### config.mk
export PLATFORM = sky130hd
export DESIGN_NAME = pos_result_buf
export DESIGN_NICKNAME = d
export VERILOG_FILES = /design/src/rtl/pos_result_buf_pkg.sv /design/src/rtl/pos_result_buf_mem.sv /design/src/rtl/pos_result_buf_seq.sv /design/src/rtl/pos_result_buf.sv
export SDC_FILE = /design/constraint.sdc
export NUM_CORES = 1
export LEC_CHECK = 0
export CAP_MARGIN = 20
export CORE_UTILIZATION = 29
export DETAILED_ROUTE_END_ITERATION = 12
export DONT_BUFFER_PORTS = 1
export PLACE_DENSITY = 0.47
export SLEW_MARGIN = 15
export SYNTH_ARGS = -nofsm -noshare
export SYNTH_HDL_FRONTEND = slang
export SYNTH_HIERARCHICAL = 1
export SYNTH_SLANG_ARGS = --single-unit
### constraint.sdc
create_clock -name clk_i -period 5 [get_ports clk_i]
set_clock_uncertainty 0.15 [all_clocks]
set_input_delay 1.5 -clock clk_i [delete_from_list [all_inputs] [get_ports clk_i]]
set_output_delay 1.5 -clock clk_i [all_outputs]
set_load 0.03 [all_outputs]
### src/rtl/pos_result_buf_pkg.sv
package pos_result_buf_pkg;
  typedef enum logic {
    ACQ_IDLE = 1'b0,
    ACQ_BUSY = 1'b1
  } acq_state_e;
endpackage

### src/rtl/pos_result_buf_mem.sv
module pos_result_buf_mem #(
  parameter int BYTES  = 128,
  parameter int BYTE_W = 8,
  parameter int WORD_W = 16,
  localparam int LANES  = WORD_W / BYTE_W,
  localparam int LANE_W = $clog2(LANES),
  localparam int BA_W   = $clog2(BYTES),
  localparam int WA_W   = BA_W - LANE_W,
  localparam int WORDS  = BYTES / LANES
) (
  input  logic              clk_i,
  input  logic              rst_ni,
  input  logic              we_i,
  input  logic [BA_W-1:0]   waddr_i,
  input  logic [BYTE_W-1:0] wdata_i,
  input  logic              re_i,
  input  logic [WA_W-1:0]   raddr_i,
  output logic [WORD_W-1:0] rdata_o
);
  logic [WA_W-1:0]   w_word;
  logic [LANE_W-1:0] w_lane;

  assign w_word = waddr_i[BA_W-1:LANE_W];
  assign w_lane = waddr_i[LANE_W-1:0];

  // one byte-wide array per lane; low byte address goes to the low lane
  for (genvar l = 0; l < LANES; l++) begin : g_lane
    logic [BYTE_W-1:0] mem [WORDS];
    logic [BYTE_W-1:0] rd_q;

    always_ff @(posedge clk_i) begin
      if (we_i && (w_lane == LANE_W'(l))) mem[w_word] <= wdata_i;
    end

    always_ff @(posedge clk_i or negedge rst_ni) begin
      if (!rst_ni)   rd_q <= '0;
      else if (re_i) rd_q <= mem[raddr_i];
    end

    assign rdata_o[l*BYTE_W +: BYTE_W] = rd_q;
  end
endmodule

### src/rtl/pos_result_buf_seq.sv
module pos_result_buf_seq
  import pos_result_buf_pkg::*;
(
  input  logic clk_i,
  input  logic rst_ni,
  input  logic begin_i,
  input  logic done_i,
  input  logic wr_en_i,
  output logic wr_ok_o,
  output logic busy_o,
  output logic start_o,
  output logic end_o,
  output logic end_flag_o,
  output logic overrun_o
);
  acq_state_e state_q, state_d;
  logic accept, finish, refuse;

  assign accept = begin_i && (state_q == ACQ_IDLE);
  assign refuse = begin_i && (state_q == ACQ_BUSY);
  assign finish = done_i  && (state_q == ACQ_BUSY);

  always_comb begin
    state_d = state_q;
    if (accept)      state_d = ACQ_BUSY;
    else if (finish) state_d = ACQ_IDLE;
  end

  always_ff @(posedge clk_i or negedge rst_ni) begin
    if (!rst_ni) begin
      state_q    <= ACQ_IDLE;
      start_o    <= 1'b0;
      end_o      <= 1'b0;
      end_flag_o <= 1'b0;
      overrun_o  <= 1'b0;
    end else begin
      state_q <= state_d;
      start_o <= accept;
      end_o   <= finish;
      if (accept)      end_flag_o <= 1'b0;
      else if (finish) end_flag_o <= 1'b1;
      if (accept)      overrun_o  <= 1'b0;
      else if (refuse) overrun_o  <= 1'b1;
    end
  end

  assign busy_o  = (state_q == ACQ_BUSY);
  assign wr_ok_o = wr_en_i && busy_o;
endmodule

### src/rtl/pos_result_buf.sv
module pos_result_buf #(
  parameter int BYTES  = 128,
  parameter int BYTE_W = 8,
  parameter int WORD_W = 16,
  localparam int LANES = WORD_W / BYTE_W,
  localparam int BA_W  = $clog2(BYTES),
  localparam int WA_W  = $clog2(BYTES / LANES)
) (
  input  logic              clk_i,
  input  logic              rst_ni,
  input  logic              begin_i,
  output logic              start_o,
  output logic              busy_o,
  input  logic              wr_en_i,
  input  logic [BA_W-1:0]   wr_addr_i,
  input  logic [BYTE_W-1:0] wr_data_i,
  input  logic              done_i,
  input  logic              rd_en_i,
  input  logic [WA_W-1:0]   rd_addr_i,
  output logic [WORD_W-1:0] rd_data_o,
  output logic              end_o,
  output logic              end_flag_o,
  output logic              overrun_o
);
  logic wr_ok;

  pos_result_buf_seq u_seq (
    .clk_i      (clk_i),
    .rst_ni     (rst_ni),
    .begin_i    (begin_i),
    .done_i     (done_i),
    .wr_en_i    (wr_en_i),
    .wr_ok_o    (wr_ok),
    .busy_o     (busy_o),
    .start_o    (start_o),
    .end_o      (end_o),
    .end_flag_o (end_flag_o),
    .overrun_o  (overrun_o)
  );

  pos_result_buf_mem #(
    .BYTES  (BYTES),
    .BYTE_W (BYTE_W),
    .WORD_W (WORD_W)
  ) u_mem (
    .clk_i   (clk_i),
    .rst_ni  (rst_ni),
    .we_i    (wr_ok),
    .waddr_i (wr_addr_i),
    .wdata_i (wr_data_i),
    .re_i    (rd_en_i),
    .raddr_i (rd_addr_i),
    .rdata_o (rd_data_o)
  );
endmodule

==> results of run 1 <==
## final cells by class
cell class              instances  area, um^2  share of cell area [%]
clock buffers                 134        2780                    6.00
clock inverters                63         480                    1.04
well taps                    1876        2350                    5.07
inverters                      13        48.8                   0.105
flip-flops and latches       1045       31300                    67.6
repair buffers                 84         634                    1.37
multi-input cells             898        8730                    18.9
## where the power goes
| part | switching (uW) | leakage [uW] | internal (uW) |
|---|---|---|---|
| clock | 3310 | 0.00160 | 4190 |
| combinational | 314 | 0.00371 | 277 |
| sequential | 106 | 0.00947 | 9650 |
## placed cells by master (no fill, tap or decap), types with 17 or more instances in the layout
cell       netlist  routed
nand2b_1        20      20
buf_4            2      83
edfxtp_1      1024    1024
clkbuf_16        0     105
mux4_2         148     148
o22ai_1         32      32
o21ai_0         18      18
a22oi_1         80      80
nand4_1         17      17
nand2_1         65      65
clkinv_2         0      25
mux2i_1        192     192
clkinv_1         0      21
clkbuf_1        59      25
nor2_1         167     166
dfrtp_1         21      21
## through the flow
step / util (%) / hold WS, ns / cells
3_3_place_gp: 30.9 / 0.534 / 3914
6_report: 33.2 / 0.340 / 4113
5_1_grt: 33.2 / 0.308 / 4113
2_1_floorplan: - / 0.512 / 2077
3_5_place_dp: 30.9 / 0.567 / 3915
4_1_cts: 33.2 / 0.290 / 4112
## final timing paths
path,endpoint,slack (ns),start
worst min-delay path,u_mem/g_lane[0].rd_q[7],0.34,rst_ni
worst min register to register,u_seq/end_flag_o,0.56,u_seq/end_flag_o
max in group asynchronous,u_mem/g_lane[0].rd_q[4],4.27,rst_ni
min in group clk_i,u_seq/end_flag_o,0.56,u_seq/end_flag_o
worst max register to register,u_mem/g_lane[1].mem[1][7],1.95,u_seq/busy_o
worst max-delay path,u_mem/g_lane[0].rd_q[7],1.23,rd_addr_i[2]
## synth_stat cells, types with 3 or more instances
library cell,count
buf_6,10
buf_2,41
nand4_1,17
nand2b_1,20
inv_1,13
mux4_2,148
or3b_2,4
nand3_1,5
a22oi_1,80
a21oi_1,16
o21ai_0,18
edfxtp_1,1024
nand2_1,65
clkbuf_1,59
mux4_1,12
or2_2,16
o22ai_1,32
nor3_1,16
and2_1,3
o221ai_1,16
mux2i_1,192
o2111ai_1,16
mux2_2,16
nor2b_1,6
buf_12,6
dfrtp_1,21
nor2_1,167
a221o_1,16
nand3b_1,6
## worst max-delay path, cell delays in order
cell and delay, ns:
mux2i_1 0.62, o22ai_1 0.14, nor3_1 0.42, nand4_1 0.40
a221o_1 0.40
## cells by family after synthesis
| group | Yosys count | share of synthesized area, % |
|---|---|---|
| flops | 1045 | 76.8 |
| mux | 369 | 14.2 |
| simple gates | 335 | 3.78 |
| compound gates | 194 | 3.46 |
| buf+inv | 134 | 1.83 |
## sequential cells by signal (all words and copies together) (netlist names)
register and flops:
u_mem/g_lane.mem 1024, u_mem/g_lane.rd_q 16, u_seq/busy_o 1, u_seq/end_flag_o 1, u_seq/end_o 1, u_seq/overrun_o 1
u_seq/start_o 1
## routing by layer
layer,up-vias,part of all wire [%],GRT usage (%)
li1,8616,-,-
met1,10500,42,19.0
met2,572,48,23.6
met3,131,7.1,3.56
met4,0,2.3,4.49
met5,-,0,0
==> results by group, run 1 <==
Timing
  – Min Tclk post-route: 3.77 ns
  – Crit share post-route: 75.3%
  – Final setup fails: 0
  – RSZ-0062 raised after global routing: false
  – Worst Tran Pin Value: 1.83 ns
  – Final hold violation count: 0
  – Max Slew Vio Count: 130
  – Slew headroom: -22.3%
  – Sum Neg Setup Slack: 0 ns
  – Setup slack after layout: 1.23 ns
  – Max frequency: 266 MHz

Die
  – Core Region: 139000 um^2
  – Die W: 377 um
  – IO Count: 48
  – Vert. Die Dim: 377 um
  – Rows: 137
  – Initial Util: 29.2%
  – Die area: 142000 um^2

CTS
  – CTS resizes: 0
  – # clock sinks: 1045
  – Post-CTS setup buffers: 0
  – CTS Buf Count: 104
  – Post-CTS Hold Fix Bufs: 0
  – Clk buf depth: 3
  – CTS tree: yes
  – Clock tree root buffer cell: clkbuf_16
  – H-tree depth: 3
  – Clock latency on the worst-skew pair: 0.69 ns
  – Clock transition at path regs: 0.06 ns

Synth
  – Yosys top cell area share: 75.5%
  – Instance count of the mapped netlist: 2077
  – Distinct cells, synth: 41
  – YS warnings: 6
  – Syn Area/Cell: 19.6 um^2
  – Yosys top cell by area: edfxtp_1
  – Post-synth EDFFs: 1024
  – Seq cells post-synth: 1045
  – Syn_nets: 2104
  – Seq/Total Area, Yosys: 76.8%
  – Mapped Area: 40700 um^2
  – Async SR Flop Fraction: 2.01%
  – Top cells by area, synth: edfxtp_1 (75%), mux4_2 (8.2%), mux2i_1 (4.7%)
  – Main synth FF type: edfxtp_1

Power and ir drop
  – Max VDD drop: 0.000320 V
  – Leakage: 0.0148 uW
  – Total power draw: 17800 uW
  – Pwr dens: 385 nW/um^2

GRT
  – Congestion Overflow GR: 0
  – Initial antenna violation count: 1
  – Number of global-route vias before repair: 20600
  – Global Route Usage Sum: 14.5%
  – Largest net degree at the start of global routing: 323
  – Global-route wire length before repair: 148 mm

Drt
  – Router iterations before antenna repair: 5
  – Vias/cell: 4.83
  – Starting DRT DRC Count: 1639
  – Routed Antenna Nets: 0
  – Residual DRC: 0
  – DRT Wirelength: 104 mm
  – Wire per inst: 25.2 um
  – Routed via count: 19900

Finish
  – # fillers: 13200
  – Nets: 2173
  – Layout cell share with drive strength beyond 1: 19.2%
  – Final Cell Area: 46300 um^2
  – ANT cells: 0
  – Area grow syn2layout: 13.6%

Status
  – Violated checks: max-slew violations
  – Status: finished, violations left

Place
  – Port Buf Inserts: 0
  – Setup WS pre-CTS: 0.957 ns
  – Dpl cell area: 43000 um^2
  – Dpl hpwl: 59.5 mm
  – GP Congestion: 0.834

Job
  – MaxCap Viol Count: 0

Worst setup path
  – Worst R2R Path Depth: 4
  – Crit path launch type: input pin
  – Setup CP Type: in2reg
  – CP max FO: 322
  – CP Data Required Time: 5.44 ns
  – Critical path capture point type: flip-flop
  – CP Data Arrival Time: 4.20 ns

Hold path
  – Class of the worst hold path: in2async
No activity file was read; power rests on OpenSTA's default activity.
==> run 2: changes to the inputs <==
Clock period 5 ns to 3.9 ns, I/O delays scaled along.
==> results by group, run 2 (synthesized netlist as in run 1, its figures left out) <==
Status
  – Status: finished, final reports clean

Drt
  – Vias/cell: 4.75
  – M1 WL: 43.1 mm
  – Routed Antenna Nets: 0
  – Starting DRT DRC Count: 1830
  – Met2 Wirelength: 47.9 mm
  – Router iterations before antenna repair: 5
  – Top sig layer: met4
  – Met3 wire len: 8.46 mm
  – DRT Wirelength: 101 mm
  – Residual DRC: 0
  – Wire per inst: 24.3 um
  – Routed via count: 19800

Worst setup path
  – Reg-to-reg startpoint: u_seq/busy_o
  – Critical path capture point type: flip-flop
  – Setup CP Type: in2reg
  – Critical Path Max Stage Delay: 0.76 ns
  – CP Data Arrival Time: 3.58 ns
  – R2r setup slk: 1.12 ns
  – Critical-path cell list: nand4b_1, o221ai_1, nor3_1, nand4_1, a221o_1
  – Crit path launch type: input pin
  – CP max FO: 172
  – Critical path startpoint: rd_addr_i[0]
  – CP Data Required Time: 4.30 ns
  – CP max stage cell: nand4b_1

Place
  – GP Congestion: 0.840
  – Port Buf Inserts: 0
  – Setup WS pre-CTS: 0.263 ns
  – Dpl hpwl: 58.7 mm

Finish
  – Area grow syn2layout: 15.0%
  – Highest-count cells in the layout ignoring fill and taps: edfxtp_1 (1024), mux2i_1 (192), nor2_1 (166)
  – Top reg by flops: u_mem/g_lane.mem
  – Nets: 2233
  – Largest register FFs: 1024
  – Multi-input gate area: 8730 um^2
  – Layout cell share with drive strength beyond 1: 21.4%
  – Biggest regs: u_mem/g_lane.mem: 1024 flops, u_mem/g_lane.rd_q: 16 flops
  – Most common cell after layout, fill and taps aside: edfxtp_1
  – Seq. cell area: 31300 um^2
  – # fillers: 13200
  – ANT cells: 0

CTS
  – Clock transition at path regs: 0.06 ns
  – Clock latency on the worst-skew pair: 0.67 ns
  – CTS tree: yes
  – CTS Buf Count: 105
  – # clock sinks: 1045
  – Clock tree root buffer cell: clkbuf_16
  – CTS resizes: 0
  – Clk buf depth: 3
  – H-tree depth: 3

Hold path
  – Class of the worst hold path: in2async

Timing
  – Sum Neg Setup Slack: 0 ns
  – Final setup fails: 0
  – Slew headroom: 37.4%
  – Min Tclk post-route: 3.18 ns
  – RSZ-0062 raised after global routing: false
  – Setup slack after layout: 0.723 ns
  – Max Slew Vio Count: 0
  – Crit share post-route: 81.5%
  – Final hold violation count: 0
  – Worst Tran Pin Value: 0.933 ns
  – Max frequency: 315 MHz

GRT
  – Initial antenna violation count: 0
  – Largest net degree at the start of global routing: 323
  – Global-route wire length before repair: 145 mm
  – Number of global-route vias before repair: 20600
  – Global Route Usage Sum: 14.1%
  – Congestion Overflow GR: 0

Power and ir drop
  – Sw frac: 20.6%
  – Clock power frac: 42.6%
  – P_sw: 4760 uW
  – Internal Power: 18300 uW
  – Leakage: 0.0152 uW
  – Sequential power share: 54.2%
  – Max VDD drop: 0.000356 V
  – Pwr dens: 493 nW/um^2
  – Logic gate share of total power: 3.2%

Die
  – Die area: 142000 um^2
  – Core Region: 139000 um^2
  – Vert. Die Dim: 377 um
  – Initial Util: 29.2%
  – Die W: 377 um
  – Rows: 137
  – IO Count: 48

Job
  – MaxCap Viol Count: 0
[run 2: cell count changes in the layout (fill, tap and decap cells not counted), sizes merged]
cell | previous run | this run
buf | 84 | 142
bufinv | 5 | 8
clkbuf | 134 | 128
clkinv | 49 | 53
clkinvlp | 4 | 0
dlygate4sd3 | 0 | 1
inv | 18 | 17
[run 2: layout make-up]
| type | count | share of cell area [%] |
|---|---|---|
| sequential | 1045 | 66.8 |
| clock inverter | 65 | 1.22 |
| timing repair buffer | 143 | 2.32 |
| inverter | 13 | 0.104 |
| tap | 1876 | 5.01 |
| multi-input combinational | 898 | 18.6 |
| clock buffer | 128 | 5.95 |
[run 2: final timing paths]
| path | to | cells past startpoint |
|---|---|---|
| worst min-delay path | u_mem/g_lane[0].rd_q[4] | 0 |
| worst min register to register | u_seq/end_flag_o | 2 |
| min in group clk_i | u_mem/g_lane[1].mem[61][5] | 0 |
| worst max-delay path | u_mem/g_lane[0].rd_q[5] | 5 |
| worst max register to register | u_mem/g_lane[1].mem[7][6] | 4 |
| max in group asynchronous | u_mem/g_lane[0].rd_q[5] | 1 |
[run 2: timing repair]
item / in CTS / in global routing
setup buffers: 0 / 0
endpoints found under the hold margin: 18 / 0
hold buffers: 2 / 0
[run 2: metrics by stage]
| stage | std cells | total power [uW] | util (%) | hold WS (ns) | instance area (um^2) |
|---|---|---|---|---|---|
| global route | 4168 | 23800 | 33.6 | 0.0139 | 46800 |
| global placement | 3973 | 13500 | 31.2 | 0.534 | 43500 |
| CTS | 4168 | 23300 | 33.6 | 0.00192 | 46800 |
| detailed placement | 3973 | 13500 | 31.2 | 0.586 | 43500 |
| finish | 4168 | 23100 | 33.6 | 0.0444 | 46800 |
| floorplan | 2077 | 13300 | - | 0.512 | 40700 |
[run 2: routing by layer]
| metal | global-route usage [%] | vias to the layer above |
|---|---|---|
| met3 | 4.28 | 101 |
| li1 | - | 8711 |
| met1 | 18.6 | 10400 |
| met2 | 22.7 | 568 |
| met4 | 3.22 | 0 |
| met5 | 0 | - |
[run 2: worst max-delay path, delay by kind of cell]
kind	cells	cell delay, ns
simple gates	3	1.47
compound gates	2	0.75
[run 2: power by group through the flow]
| stage | clock [uW] | combinational (uW) | sequential, uW |
|---|---|---|---|
| final | 9830 | 744 | 12500 |
| after global routing | 10500 | 783 | 12500 |
| after CTS | 10100 | 739 | 12500 |
| after detailed placement | 0 | 728 | 12700 |
| after global placement | 0 | 725 | 12700 |
| after floorplan | 0 | 629 | 12700 |
